$ cat src/rtl/uart_pm_pkg.sv
package uart_pm_pkg;

   // Default synchronizer depth for the asynchronous line inputs.
   parameter int PM_SYNC_DEFAULT = 2;

   // Bit positions of the asynchronous lines inside the shared synchronizer.
   localparam int PM_LINE_RXD   = 0;
   localparam int PM_LINE_RING  = 1;
   localparam int PM_LINE_COUNT = 2;

   typedef enum logic {
      PM_AWAKE  = 1'b0,
      PM_ASLEEP = 1'b1
   } pm_state_e;

endpackage

$ cat src/rtl/uart_pm_sync_edge.sv
module uart_pm_sync_edge #(
   parameter int WIDTH  = 2,
   parameter int STAGES = 2
) (
   input  logic             clk,
   input  logic             rst_n,
   input  logic [WIDTH-1:0] raw,
   output logic [WIDTH-1:0] toggled
);

   localparam int LAST = STAGES - 1;

   if (STAGES < 2) begin : g_bad_stages
      $error("uart_pm_sync_edge: STAGES must be at least 2");
   end
   if (WIDTH < 1) begin : g_bad_width
      $error("uart_pm_sync_edge: WIDTH must be at least 1");
   end

   logic [STAGES-1:0][WIDTH-1:0] chain_q;
   logic [WIDTH-1:0]             prev_q;
   logic [STAGES:0]              fill_q;   // marks how far valid data has travelled

   always_ff @(posedge clk) begin
      if (!rst_n) begin
         chain_q <= '0;
         prev_q  <= '0;
         fill_q  <= '0;
      end else begin
         chain_q[0] <= raw;
         for (int i = 1; i < STAGES; i++) begin
            chain_q[i] <= chain_q[i-1];
         end
         prev_q <= chain_q[LAST];
         fill_q <= {fill_q[STAGES-1:0], 1'b1};
      end
   end

   // Edges are reported only once the pipeline holds sampled data, so the
   // reset contents never look like a transition.
   assign toggled = (chain_q[LAST] ^ prev_q) & {WIDTH{fill_q[STAGES]}};

endmodule

$ cat src/rtl/uart_pm_side.sv
module uart_pm_side
   import uart_pm_pkg::*;
#(
   parameter bit COMB_WAKE = 1'b0
) (
   input  logic clk,
   input  logic rst_n,
   input  logic auto_en,
   input  logic idle,
   input  logic wake,
   output logic pd
);

   pm_state_e state_q;

   always_ff @(posedge clk) begin
      if (!rst_n) begin
         state_q <= PM_AWAKE;
      end else if (!auto_en || wake) begin
         state_q <= PM_AWAKE;
      end else if (idle) begin
         state_q <= PM_ASLEEP;
      end
   end

   if (COMB_WAKE) begin : g_comb_wake
      // Wake strobe overrides the stored state in its own cycle.
      assign pd = (state_q == PM_ASLEEP) && !wake;
   end else begin : g_reg_wake
      assign pd = (state_q == PM_ASLEEP);
   end

endmodule

$ cat src/rtl/uart_idle_pm.sv
module uart_idle_pm
   import uart_pm_pkg::*;
#(
   parameter int SYNC_STAGES = PM_SYNC_DEFAULT
) (
   input  logic clk,
   input  logic rst_n,
   input  logic tx_auto_en,
   input  logic rx_auto_en,
   input  logic force_pd,
   input  logic thr_empty,
   input  logic tsr_empty,
   input  logic thr_wr,
   input  logic rx_fifo_empty,
   input  logic rx_idle,
   input  logic rxd_in,
   input  logic ring_in,
   input  logic ring_ack,
   output logic tx_pd,
   output logic rx_pd,
   output logic ring_irq
);

   localparam int LINES = PM_LINE_COUNT;

   logic [LINES-1:0] line_raw;
   logic [LINES-1:0] line_tog;
   logic             tx_auto_pd;
   logic             rx_auto_pd;
   logic             ring_q;

   assign line_raw[PM_LINE_RXD]  = rxd_in;
   assign line_raw[PM_LINE_RING] = ring_in;

   uart_pm_sync_edge #(
      .WIDTH  (LINES),
      .STAGES (SYNC_STAGES)
   ) u_lines (
      .clk     (clk),
      .rst_n   (rst_n),
      .raw     (line_raw),
      .toggled (line_tog)
   );

   uart_pm_side #(
      .COMB_WAKE (1'b1)
   ) u_tx_side (
      .clk     (clk),
      .rst_n   (rst_n),
      .auto_en (tx_auto_en),
      .idle    (thr_empty & tsr_empty),
      .wake    (thr_wr),
      .pd      (tx_auto_pd)
   );

   uart_pm_side #(
      .COMB_WAKE (1'b0)
   ) u_rx_side (
      .clk     (clk),
      .rst_n   (rst_n),
      .auto_en (rx_auto_en),
      .idle    (rx_fifo_empty & rx_idle),
      .wake    (line_tog[PM_LINE_RXD]),
      .pd      (rx_auto_pd)
   );

   // Ring change flag: a new edge beats a simultaneous acknowledge.
   always_ff @(posedge clk) begin
      if (!rst_n) begin
         ring_q <= 1'b0;
      end else if (line_tog[PM_LINE_RING]) begin
         ring_q <= 1'b1;
      end else if (ring_ack) begin
         ring_q <= 1'b0;
      end
   end

   assign tx_pd    = force_pd | tx_auto_pd;
   assign rx_pd    = force_pd | rx_auto_pd;
   assign ring_irq = ring_q;

endmodule

$ cat config.mk
export PLATFORM = sky130hd
export DESIGN_NAME = uart_idle_pm
export DESIGN_NICKNAME = d
export VERILOG_FILES = /design/src/rtl/uart_pm_pkg.sv /design/src/rtl/uart_pm_sync_edge.sv /design/src/rtl/uart_pm_side.sv /design/src/rtl/uart_idle_pm.sv
export SDC_FILE = /design/constraint.sdc
export NUM_CORES = 1
export LEC_CHECK = 0
export ABC_CLOCK_PERIOD_IN_PS = 800
export BUFFER_PORTS_ARGS = -buffer_cell sky130_fd_sc_hd__buf_2
export CAP_MARGIN = 20
export CELL_PAD_IN_SITES_DETAIL_PLACEMENT = 0
export CELL_PAD_IN_SITES_GLOBAL_PLACEMENT = 1
export CORE_MARGIN = 8
export CORE_UTILIZATION = 29
export CTS_CLUSTER_SIZE = 14
export DETAILED_ROUTE_END_ITERATION = 6
export PLACE_DENSITY_LB_ADDON = 0.1
export SYNTH_ARGS = -nofsm -noshare
export SYNTH_HDL_FRONTEND = slang
export SYNTH_HIERARCHICAL = 1
export SYNTH_SLANG_ARGS = --single-unit
$ cat constraint.sdc
create_clock -name clk -period 0.8 [get_ports clk]
set_input_delay 0.16 -clock clk [delete_from_list [all_inputs] [get_ports clk]]
set_output_delay 0.16 -clock clk [all_outputs]
set_load 0.01 [all_outputs]
# Word level (Yosys, flattened, before mapping)
# Index checks and enable logic that the tools add are counted.
classes:
  n_bitwise: 7
  order_cmp: 0
  div: 0
  eq_ne: 0
  muxes: 3
  add_sub_neg: 0
  shift: 0
  n_reduce_logical: 9
  mul: 0
ops:
  columns: ["operator", "n"]
  rows:
  - ["OR reduction 2 bit", 2]
  - ["logical NOT 1 bit", 3]
  - ["2-to-1 mux 1 bit", 3]
  - ["AND 1 bit", 2]
  - ["AND 2 bit", 1]
  - ["logical OR 1 bit", 2]
  - ["OR 1 bit", 2]
  - ["nonzero test 2 bit", 1]
  - ["XOR 2 bit", 1]
  - ["logical AND 1 bit", 1]
  - ["inverter 1 bit", 1]
totals:
  in_bits: 13
  romBits: 0
  output_inout_bits: 3
  regBits: 12
  mem_count: 0
  mem_bits_rw: 0
  latchBits: 0

# Logic depth before layout (Yosys ltp)
# Gate-level depths: netlist of the first run.
logic_depth:
  ltp_word: 4
  depth_mapped: 3
  depth_no_buf: 3

# Cells and area by module
# The synthesis of the first run kept the hierarchy.
modules_own_cells:
  columns: ["module", "cells_each", "n_inst", "area_each_um2"]
  rows:
  - ["uart_pm_sync_edge", 21, 1, 262.8]
  - ["uart_idle_pm", 7, 1, 66.3]
  - ["uart_pm_side (u_tx_side)", 4, 1, 45.0]
  - ["uart_pm_side (u_rx_side)", 4, 1, 37.5]

# Worst setup path after synthesis of the first run
# No wires, ideal clock.
synth_path:
  path_type: "register -> register"
  start: "reg u_lines.prev_q[1]"
  end: "reg ring_q, in the netlist ring_irq"
  slack_ps: -46
  arrival_time_ps: 731
  path_stages_with_launch: 4
  t_required_ps: 685
  setup_time_ps: 115
  cell_sequence: "dfxtp_1 > xor2_1 > and2_1 > o21a_1"
synth_via:
  elab_chain_cells: 3
  elab_cells_between_ends: 4
  cone_classes: "mux (1); bitwise (2); reduce/logical (1)"
synth_rtl:
  columns: ["item", "line_no", "source"]
  rows:
  - ["start: declaration", "uart_pm_sync_edge.sv:21", "logic [WIDTH-1:0] prev_q;"]
  - ["start signal: assignment", "uart_pm_sync_edge.sv:34", "prev_q <= chain_q[LAST];"]
  - ["XOR 2 bit (*)", "uart_pm_sync_edge.sv:41", "assign toggled = (chain_q[LAST] ^ prev_q) & {WIDTH{fill_q[STAGES]}};"]
  - ["AND 2 bit (*)", "uart_pm_sync_edge.sv:41", null]
  - ["via line_tog[1]", "uart_idle_pm.sv:27", "logic [LINES-1:0] line_tog;"]
  - ["2-to-1 mux 1 bit / nonzero test 2 bit (equally long branches)", null, null]
  - ["end signal: assignment", "uart_idle_pm.sv:70", "ring_q <= 1'b0;"]
  - ["end signal: assignment", "uart_idle_pm.sv:72", "ring_q <= 1'b1;"]
  - ["end signal: assignment", "uart_idle_pm.sv:74", "ring_q <= 1'b0;"]
  - ["end: declaration", "uart_idle_pm.sv:30", "logic ring_q;"]
# Mark *: on every way through the listed nets, which the timed path passes. The rest lies on a longest branch.
# A chain may end at the register's enable or synchronous reset.

# Final worst setup path of the first run
layout_path:
  start: "reg u_tx_side.state_q"
  end: "out tx_pd"
layout_via:
  elab_chain_cells: 2
layout_rtl:
  columns: ["item", "line_no", "source"]
  rows:
  - ["start: declaration", "uart_pm_side.sv:14", "pm_state_e state_q;"]
  - ["start signal: assignment", "uart_pm_side.sv:18", "state_q <= PM_AWAKE;"]
  - ["start signal: assignment", "uart_pm_side.sv:20", "state_q <= PM_AWAKE;"]
  - ["start signal: assignment", "uart_pm_side.sv:22", "state_q <= PM_ASLEEP;"]
  - ["logical AND 1 bit", "uart_pm_side.sv:28", "assign pd = (state_q == PM_ASLEEP) && !wake;"]
  - ["via tx_auto_pd", "uart_idle_pm.sv:28", "logic tx_auto_pd;"]
  - ["OR 1 bit", "uart_idle_pm.sv:78", "assign tx_pd = force_pd | tx_auto_pd;"]
  - ["end: declaration", "uart_idle_pm.sv:19", "output logic tx_pd,"]
# The timed path passes the listed nets, and every way through them passes these cells.

==> impl_metrics.env, run 1 <==
export IMPL_outcome="finished, violations left"
export IMPL_violations="negative setup slack"
export IMPL_finalPower_uw=1170
export IMPL_worstSetupEndpointType="primary output"
export IMPL_syn_avg_cell_area_sq_um=11.4
export IMPL_layout_drive_gt1_share=0.554
export IMPL_path_clk_slew_ns=0.07
export IMPL_grt_pass1_vias=260
export IMPL_ir_drop_mv=1.36
export IMPL_rows=13
export IMPL_regArea_sq_um=246
export IMPL_cp_top_family="flip-flops"
export IMPL_ant_nets=0
export IMPL_start_util=0.312
export IMPL_synth_cells=36
export IMPL_fin_worst_skew_ns=0.00182
export IMPL_antenna_found_initial=0
export IMPL_grt_first_pass_wirelength_microns=1100
export IMPL_multiInputGateArea_sq_um=171
export IMPL_num_vias=287
export IMPL_gp_congestion=0.699
export IMPL_die_h_microns=53.7
export IMPL_synthToLayoutAreaGrowth_pct=36.5
export IMPL_powerDensity_nw_per_um2=2080
export IMPL_holdCritPathClass="in2reg"
export IMPL_grt_usage=0.0520
export IMPL_leakage_uw=0.000262
export IMPL_slew_violations=0
export IMPL_fill_cells=135
export IMPL_post_place_ws_ns=-0.0899
export IMPL_ys_seq_elements=12
export IMPL_post_route_min_period_ns=1.17
export IMPL_syn_nets=49
export IMPL_setup_slack_ns=-0.372
export IMPL_worst_endpoint_arrival_ns=1.01
export IMPL_detail_route_wl_per_cell_microns=10.1
export IMPL_ys_seq_area_frac=0.584
export IMPL_slew_headroom=0.881
export IMPL_ctsHtreeMaxLevel=1
export IMPL_cts_made_buffers=3
export IMPL_clock_latency_ns=0.26
export IMPL_cts_tree="yes"
export IMPL_tightestPinTransition_ns=0.178
export IMPL_crit_type="reg2out"
export IMPL_nets=70
export IMPL_clockBufferDepth=2
export IMPL_via_per_inst=4.04
export IMPL_cts_hold_buffers_added=0
export IMPL_crit_path_max_incr_delay_ns=0.32
export IMPL_antenna_cells=0
export IMPL_worst_path_max_fanout=2
export IMPL_setup_viol=4
export IMPL_die_area_sq_um=2880
export IMPL_wl_microns=719
export IMPL_numPortBuffers=15
export IMPL_rsz0062_at_grt="true"
export IMPL_start_kind="flip-flop"
export IMPL_dr_pass1_iters=2
export IMPL_ys_warn_count=6
export IMPL_grt_max_degree=13
export IMPL_cts_root_buf="clkbuf_4"
export IMPL_io_pins=16
export IMPL_cap_viol_max_count=0
export IMPL_synth_cell_area_sq_um=412
export IMPL_drc=0
export IMPL_final_util=0.426
export IMPL_critPathSlowestCell="dfxtp_2"
export IMPL_drt_initial_drc_count=2
export IMPL_coreArea_sq_um=1320
export IMPL_cp_data_required_time_ns=0.64
export IMPL_final_period_utilization=1.46
export IMPL_grt_ovfl_total=0
export IMPL_cp_num_buf_inv=1
export IMPL_die_w_microns=53.7
export IMPL_crit_path_cell_trace="nor2b_1 -> or2_1 -> buf_2"
export IMPL_timing_fmax_mhz=854
export IMPL_hpwl_microns=582
export IMPL_cts_sinks=12
export IMPL_synth_cell_types=13
export IMPL_hold_viol=0
[routing by layer]
metal | part of all wire | up-vias | wire (microns) | global-route usage
met5 | 0 | - | 0 | 0
li1 | - | 152 | - | -
met1 | 0.41 | 125 | 294 | 0.0583
met4 | 0 | 0 | 0 | 0
met2 | 0.46 | 10 | 333 | 0.0830
met3 | 0.13 | 0 | 91 | 0.0386
[per-stage QoR]
| stage | instances | TNS (ns) | hold WS (ns) | instance area [sq um] |
|---|---|---|---|---|
| 2_1_floorplan | 36 | -0.0124 | 0.188 | 412 |
| 5_1_grt | 71 | -0.907 | 0.0543 | 562 |
| 4_1_cts | 72 | -0.800 | 0.0704 | 567 |
| 6_report | 71 | -0.739 | 0.0679 | 562 |
| 3_3_place_gp | 67 | -0.113 | 0.341 | 513 |
| 3_5_place_dp | 67 | -0.144 | 0.355 | 513 |
[path summary, 6_finish.rpt]
path | to | slack (ns) | cells after the start | start
setup / recovery | tx_pd | -0.37 | 3 | u_tx_side/state_q
setup reg to reg | ring_irq | -0.05 | 3 | u_lines/prev_q[1]
hold / removal | u_tx_side/state_q | 0.07 | 2 | thr_wr
hold reg to reg | u_lines/fill_q[2] | 0.44 | 1 | u_lines/fill_q[1]
[worst register-to-register path, delay by kind of cell, from the launching register on]
family | cells | cell delay [ns]
AOI/OAI and AO/OA | 1 | 0.16
DFF | 1 | 0.32
xor gates and xnor gates | 1 | 0.14
and+or+nand+nor | 1 | 0.13
[synth_stat cells]
master / count / area share
dfxtp_1: 12 / 0.58
nor3_2: 1 / 0.024
nor2_2: 1 / 0.015
nor2_1: 1 / 0.0091
xor2_1: 2 / 0.043
nand2_1: 1 / 0.0091
and2_2: 2 / 0.036
o21a_1: 1 / 0.018
o211ai_2: 1 / 0.030
nor2b_4: 1 / 0.033
and2_1: 10 / 0.15
or2_1: 2 / 0.030
nor2b_1: 1 / 0.015
[where the power goes]
group	internal [uW]	switching (uW)	total [uW]
logic	49.1	34.4	83.5
clock network	276	183	459
registers	621	7.66	628
[cell usage in the layout, fill, tap and decap left out, drive strengths merged]
| master | n |
|---|---|
| clkbuf | 4 |
| dfxtp | 12 |
| nor2b | 2 |
| nor2 | 2 |
| buf | 16 |
| or2 | 2 |
| o21a | 1 |
| nand2 | 1 |
| and2 | 12 |
| nor3 | 1 |
| xor2 | 2 |
| o211ai | 1 |
[sequential cells by signal, summed over array words and instances, names as in the netlist]
| signal | flops |
|---|---|
| u_lines/fill_q | 3 |
| u_rx_side/pd | 1 |
| ring_irq | 1 |
| u_lines/prev_q | 2 |
| u_tx_side/state_q | 1 |
| u_lines/chain_q | 4 |
[what timing repair did]
| item | CTS | global route |
|---|---|---|
| gates resized for setup | 4 | 2 |
| endpoints found under the setup margin | 5 | 6 |
| cloned | 0 | 0 |
| buffers inserted | 1 | 0 |
| pin swaps | 3 | 2 |
[cells by family after synthesis]
kind of cell	Yosys count	synth area share
AND/OR/NAND/NOR	20	0.325
flip-flops	12	0.584
AO/OA/AOI/OAI	2	0.0486
XOR/XNOR	2	0.0426
[area by class of cell]
| cell class | instances | share of cell area |
|---|---|---|
| sequential | 12 | 0.439 |
| multi-input combinational | 24 | 0.305 |
| timing repair buffer | 16 | 0.158 |
| clock buffer | 4 | 0.0646 |
| tap | 15 | 0.0334 |
Note: power is estimated with default switching activity, not from simulation.
==> inputs of run 2 (changes only) <==
CORE_UTILIZATION = 28   (was 29)
CTS_BUF_LIST = sky130_fd_sc_hd__clkbuf_16   (was not set)
SYNTH_HIERARCHICAL = not set   (was 1)
==> run 2 against run 1 <==
Effect of this change:
- the flow still finishes with violations (negative setup slack)
- sequential share of layout area down 1.7 points
- die area decreased by 0.80%
- setup slack gained 0.13 ns
- routed wire length increased by 0.56%
- synthesized cell count is 2.8% lower
- via count is 0.35% lower
- fmax is 12% higher
- clock power up 94%
- power is 38% higher
- first-iteration DRC count fell by 100%
==> impl_metrics.env, run 2 <==
export IMPL_postPlaceCellArea_sq_um=479
export IMPL_yosysMostFrequentCell="dfxtp_1"
export IMPL_hold_viol=0
export IMPL_ys_warn_count=0
export IMPL_crit_type="reg2out"
export IMPL_detail_route_wl_per_cell_microns=10.6
export IMPL_clockBufferDepth=2
export IMPL_fill_cells=134
export IMPL_ant_nets=0
export IMPL_clock_latency_ns=0.24
export IMPL_largestRegisters="u_lines.chain_q (4), u_lines.fill_q (3), u_lines.prev_q (2)"
export IMPL_regArea_sq_um=243
export IMPL_synth_cells=35
export IMPL_worst_endpoint_arrival_ns=0.88
export IMPL_drt_initial_drc_count=0
export IMPL_synth_area_leaders="dfxtp_1 61%, and2_1 13%, nand2_1 3.8%"
export IMPL_setup_viol=3
export IMPL_die_w_microns=53.5
export IMPL_final_common_cell="buf_2"
export IMPL_slew_headroom=0.886
export IMPL_timing_fmax_mhz=958
export IMPL_fin_area_sq_um=576
export IMPL_grt_first_pass_wirelength_microns=1170
export IMPL_cts_made_buffers=3
export IMPL_grt_max_degree=14
export IMPL_cts_hold_buffers_added=0
export IMPL_antenna_found_initial=0
export IMPL_ir_drop_mv=1.14
export IMPL_post_cts_buffers=0
export IMPL_post_route_min_period_ns=1.04
export IMPL_cts_sinks=12
export IMPL_grt_usage=0.0598
export IMPL_synth_cell_types=13
export IMPL_holdCritPathClass="in2reg"
export IMPL_path_clk_slew_ns=0.04
export IMPL_die_area_sq_um=2860
export IMPL_post_place_ws_ns=-0.0728
export IMPL_setup_slack_ns=-0.244
export IMPL_final_cell_mix="13 x buf_2, 10 x dfxtp_1, 8 x and2_1, 4 x nand2_1, 3 x clkbuf_16"
export IMPL_cts_root_buf="clkbuf_16"
export IMPL_drc=0
export IMPL_antenna_cells=0
export IMPL_via_per_inst=4.21
export IMPL_syn_avg_cell_area_sq_um=11.2
export IMPL_gp_congestion=0.598
export IMPL_numPortBuffers=15
export IMPL_die_h_microns=53.5
export IMPL_rsz0062_at_grt="true"
export IMPL_ys_seq_area_frac=0.611
export IMPL_syn_nets=48
export IMPL_violations="negative setup slack"
export IMPL_largest_reg_flops=4
export IMPL_worst_path_max_fanout=2
export IMPL_synthFlopType="dfxtp_1"
export IMPL_outcome="finished, violations left"
export IMPL_wl_microns=723
export IMPL_multiInputGateArea_sq_um=144
export IMPL_grt_ovfl_total=0
export IMPL_synthTopCellsByCount="12 x dfxtp_1, 8 x and2_1, 4 x nand2_1"
export IMPL_synth_top_area_share=0.611
export IMPL_cp_data_required_time_ns=0.64
export IMPL_ctsHtreeMaxLevel=1
export IMPL_synth_largest_area_cell="dfxtp_1"
export IMPL_synth_edf_count=0
export IMPL_grt_pass1_vias=295
export IMPL_cts_tree="yes"
export IMPL_leakage_uw=0.000261
export IMPL_synth_cell_area_sq_um=393
export IMPL_synthArstFlopShare=0
export IMPL_nets=67
export IMPL_cap_viol_max_count=0
export IMPL_layout_drive_gt1_share=0.453
export IMPL_largest_register="u_lines.chain_q"
export IMPL_worstSetupEndpointType="primary output"
export IMPL_coreArea_sq_um=1300
export IMPL_slew_violations=0
export IMPL_start_util=0.302
export IMPL_rows=13
export IMPL_fin_worst_skew_ns=0.00143
export IMPL_ys_seq_elements=12
export IMPL_start_kind="flip-flop"
export IMPL_io_pins=16
export IMPL_tightestPinTransition_ns=0.170
export IMPL_synthToLayoutAreaGrowth_pct=46.5
export IMPL_finalPower_uw=1610
export IMPL_powerDensity_nw_per_um2=2810
export IMPL_final_period_utilization=1.31
export IMPL_num_vias=286
export IMPL_dr_pass1_iters=1
## run 2: metal layers
layer  global-route usage  up-vias  wire length, microns
li1                     -      147                     -
met1               0.0506      126                   268
met2               0.0918       11                   344
met3               0.0364        2                    94
met4               0.0630        0                    17
met5                    0        -                     0
## run 2: timing repair
item / in CTS / in global routing
setup endpoints to repair: 3 / 3
pin swaps: 1 / 0
hold endpoints to repair: 0 / 0
gates resized for setup: 5 / 0
## run 2: path summary, 6_finish.rpt
check                     from                end  slack [ns]  cells after the start
max               u_rx_side.pd              rx_pd       -0.24                      2
min                   ring_ack           ring_irq         0.1                      2
max reg2reg  u_lines.prev_q[0]       u_rx_side.pd        0.04                      2
min reg2reg  u_lines.fill_q[1]  u_lines.fill_q[2]        0.43                      1
## run 2: power breakdown
| part | internal (uW) | total [uW] | switching, uW |
|---|---|---|---|
| Combinational | 52.7 | 90.3 | 37.6 |
| Sequential | 624 | 633 | 8.61 |
| Clock | 655 | 891 | 236 |
| Total | 1330 | 1610 | 282 |
## run 2: layout make-up
class                           count  area share
Clock buffer                        3       0.130
Clock inverter                      1     0.00652
Sequential cell                    12       0.422
Inverter                            1     0.00652
Multi-Input combinational cell     21       0.250
Timing Repair Buffer               15       0.152
Tap cell                           15      0.0326
## run 2: critical path: stages (launching register included)
cell and delay, ns:
dfxtp_2 0.31, or2_4 0.22, buf_6 0.12
## run 2: cell families after synthesis
family                 synth area share
buffers and inverters            0.0287
flip-flops                        0.611
AND/OR/NAND/NOR                   0.207
XOR/XNOR                         0.0446
AO/OA/AOI/OAI                     0.108
## run 2: metrics by stage
| step | util | TNS, ns | hold slack, ns | cells |
|---|---|---|---|---|
| floorplan | - | 0 | 0.188 | 35 |
| global placement | 0.368 | -0.0614 | 0.343 | 64 |
| detailed placement | 0.368 | -0.0728 | 0.349 | 64 |
| CTS | 0.442 | -0.462 | 0.0966 | 68 |
| global route | 0.442 | -0.522 | 0.0998 | 68 |
| finish | 0.442 | -0.447 | 0.0980 | 68 |
==> inputs of run 3 (changes only) <==
PLACE_DENSITY = 0.74   (was not set)
PLACE_DENSITY_LB_ADDON = not set   (was 0.1)
==> run 3 against run 2 <==
Effect of this change:
- the flow still finishes with violations (negative setup slack)
- count of clock-buffer cells in the layout unchanged
- worst hold slack about the same
- die area stayed put
- setup slack better by 0.0045 ns
- fmax is 0.43% higher
- first-iteration DRC count is 2 higher
- combinational power decreased by 2%
- clock power decreased by 2.5%
- critical path depth unchanged
==> impl_metrics.env, run 3 (synthesis results as in run 2) <==
export IMPL_antenna_cells=0
export IMPL_startpoint="u_rx_side.pd"
export IMPL_layout_drive_gt1_share=0.481
export IMPL_nets=67
export IMPL_reg2reg_depth=2
export IMPL_grt_usage=0.0560
export IMPL_die_h_microns=53.5
export IMPL_path_clk_slew_ns=0.04
export IMPL_fin_worst_skew_ns=0.00261
export IMPL_drc=0
export IMPL_leakage_uw=0.000260
export IMPL_crit_path_end="rx_pd"
export IMPL_ant_nets=0
export IMPL_rsz0062_at_grt="true"
export IMPL_num_vias=276
export IMPL_fin_tns_setup_ns=-0.438
export IMPL_worstHoldStart="ring_ack"
export IMPL_slew_violations=0
export IMPL_ctsHtreeMaxLevel=1
export IMPL_post_route_min_period_ns=1.04
export IMPL_regToRegSetupSlack_ns=0.06
export IMPL_cp_data_required_time_ns=0.64
export IMPL_largest_register="u_lines.chain_q"
export IMPL_grt_first_pass_wirelength_microns=1110
export IMPL_cts_made_buffers=3
export IMPL_r2r_start="u_lines.prev_q[0]"
export IMPL_grt_max_degree=14
export IMPL_wl_microns=690
export IMPL_grt_pass1_vias=284
export IMPL_die_area_sq_um=2860
export IMPL_numPortBuffers=15
export IMPL_start_util=0.302
export IMPL_slew_headroom=0.888
export IMPL_final_cell_mix="13 x buf_2, 9 x dfxtp_1, 8 x and2_1, 4 x nand2_1"
export IMPL_hold_viol=0
export IMPL_cap_viol_max_count=0
export IMPL_clock_latency_ns=0.23
export IMPL_antenna_found_initial=0
export IMPL_start_kind="flip-flop"
export IMPL_violations="negative setup slack"
export IMPL_multiInputGateArea_sq_um=144
export IMPL_r2r_end="u_rx_side.pd"
export IMPL_rows=13
export IMPL_hpwl_microns=517
export IMPL_grt_ovfl_total=0
export IMPL_cts_sinks=12
export IMPL_clockBufferDepth=2
export IMPL_cts_root_buf="clkbuf_16"
export IMPL_io_pins=16
export IMPL_crit_type="reg2out"
export IMPL_holdCritPathClass="in2reg"
export IMPL_powerDensity_nw_per_um2=2780
export IMPL_dr_pass1_iters=2
export IMPL_whs_path_depth=2
export IMPL_gp_congestion=0.683
export IMPL_setup_viol=3
export IMPL_outcome="finished, violations left"
export IMPL_via_per_inst=4.12
export IMPL_ir_drop_mv=1.51
export IMPL_post_place_ws_ns=-0.0655
export IMPL_final_common_cell="buf_2"
export IMPL_tightestPinTransition_ns=0.166
export IMPL_cts_tree="yes"
export IMPL_fill_cells=140
export IMPL_final_period_utilization=1.30
export IMPL_regArea_sq_um=244
export IMPL_setup_slack_ns=-0.240
export IMPL_largestRegisters="u_lines.chain_q (4), u_lines.fill_q (3), u_lines.prev_q (2)"
export IMPL_largest_reg_flops=4
export IMPL_detail_route_wl_per_cell_microns=10.3
export IMPL_drt_initial_drc_count=2
export IMPL_worstSetupEndpointType="primary output"
export IMPL_worst_path_max_fanout=2
export IMPL_worst_endpoint_arrival_ns=0.88
export IMPL_cts_hold_buffers_added=0
export IMPL_synthToLayoutAreaGrowth_pct=45.9
export IMPL_coreArea_sq_um=1300
export IMPL_timing_fmax_mhz=962
export IMPL_die_w_microns=53.5
export IMPL_final_util=0.440
run 3: layout make-up:
| cell class | count | area share |
|---|---|---|
| flip-flops and latches | 12 | 0.426 |
| multi-input cells | 21 | 0.251 |
| repair buffers | 15 | 0.153 |
| clock buffers | 3 | 0.131 |
| well taps | 15 | 0.0328 |
| inverters | 1 | 0.00655 |
run 3: per-layer routing:
metal	vias to the layer above	wire length (microns)	GRT usage
met3	0	110	0.0476
met5	-	0	0
met1	116	286	0.0554
met4	0	0	0.0378
li1	146	-	-
met2	14	293	0.0762
run 3: repair_timing:
item | CTS | global route
pin swaps | 1 | 0
setup endpoints to repair | 3 | 3
endpoints found under the hold margin | 0 | 0
gates resized for setup | 5 | 1
setup buffers | 0 | 0
run 3: worst min path at each step:
stage                                    to  slack (ns)
after CTS                          ring_irq        0.09
after global placement             ring_irq        0.35
after global routing               ring_irq        0.10
after floorplan           u_lines.fill_q[0]        0.19
after detailed placement  u_tx_side.state_q        0.35
final                              ring_irq         0.1
run 3: per-stage QoR:
| stage | std cells | power (uW) | hold WS [ns] | cell area (sq um) |
|---|---|---|---|---|
| after floorplan | 35 | 684 | 0.188 | 393 |
| after global placement | 64 | 723 | 0.348 | 479 |
| after detailed placement | 64 | 725 | 0.347 | 479 |
| after CTS | 67 | 1620 | 0.0935 | 572 |
| after global routing | 67 | 1660 | 0.104 | 573 |
| final | 67 | 1590 | 0.0981 | 573 |
run 3: worst max-delay path, cell delays in order (launching register included):
cell and delay, ns:
dfxtp_2 0.31, or2_4 0.22, buf_6 0.12
run 3: report_power, final:
group | internal [uW] | switching [uW]
logic | 52.7 | 36.1
registers | 624 | 8.04
clock network | 647 | 222
total | 1320 | 266
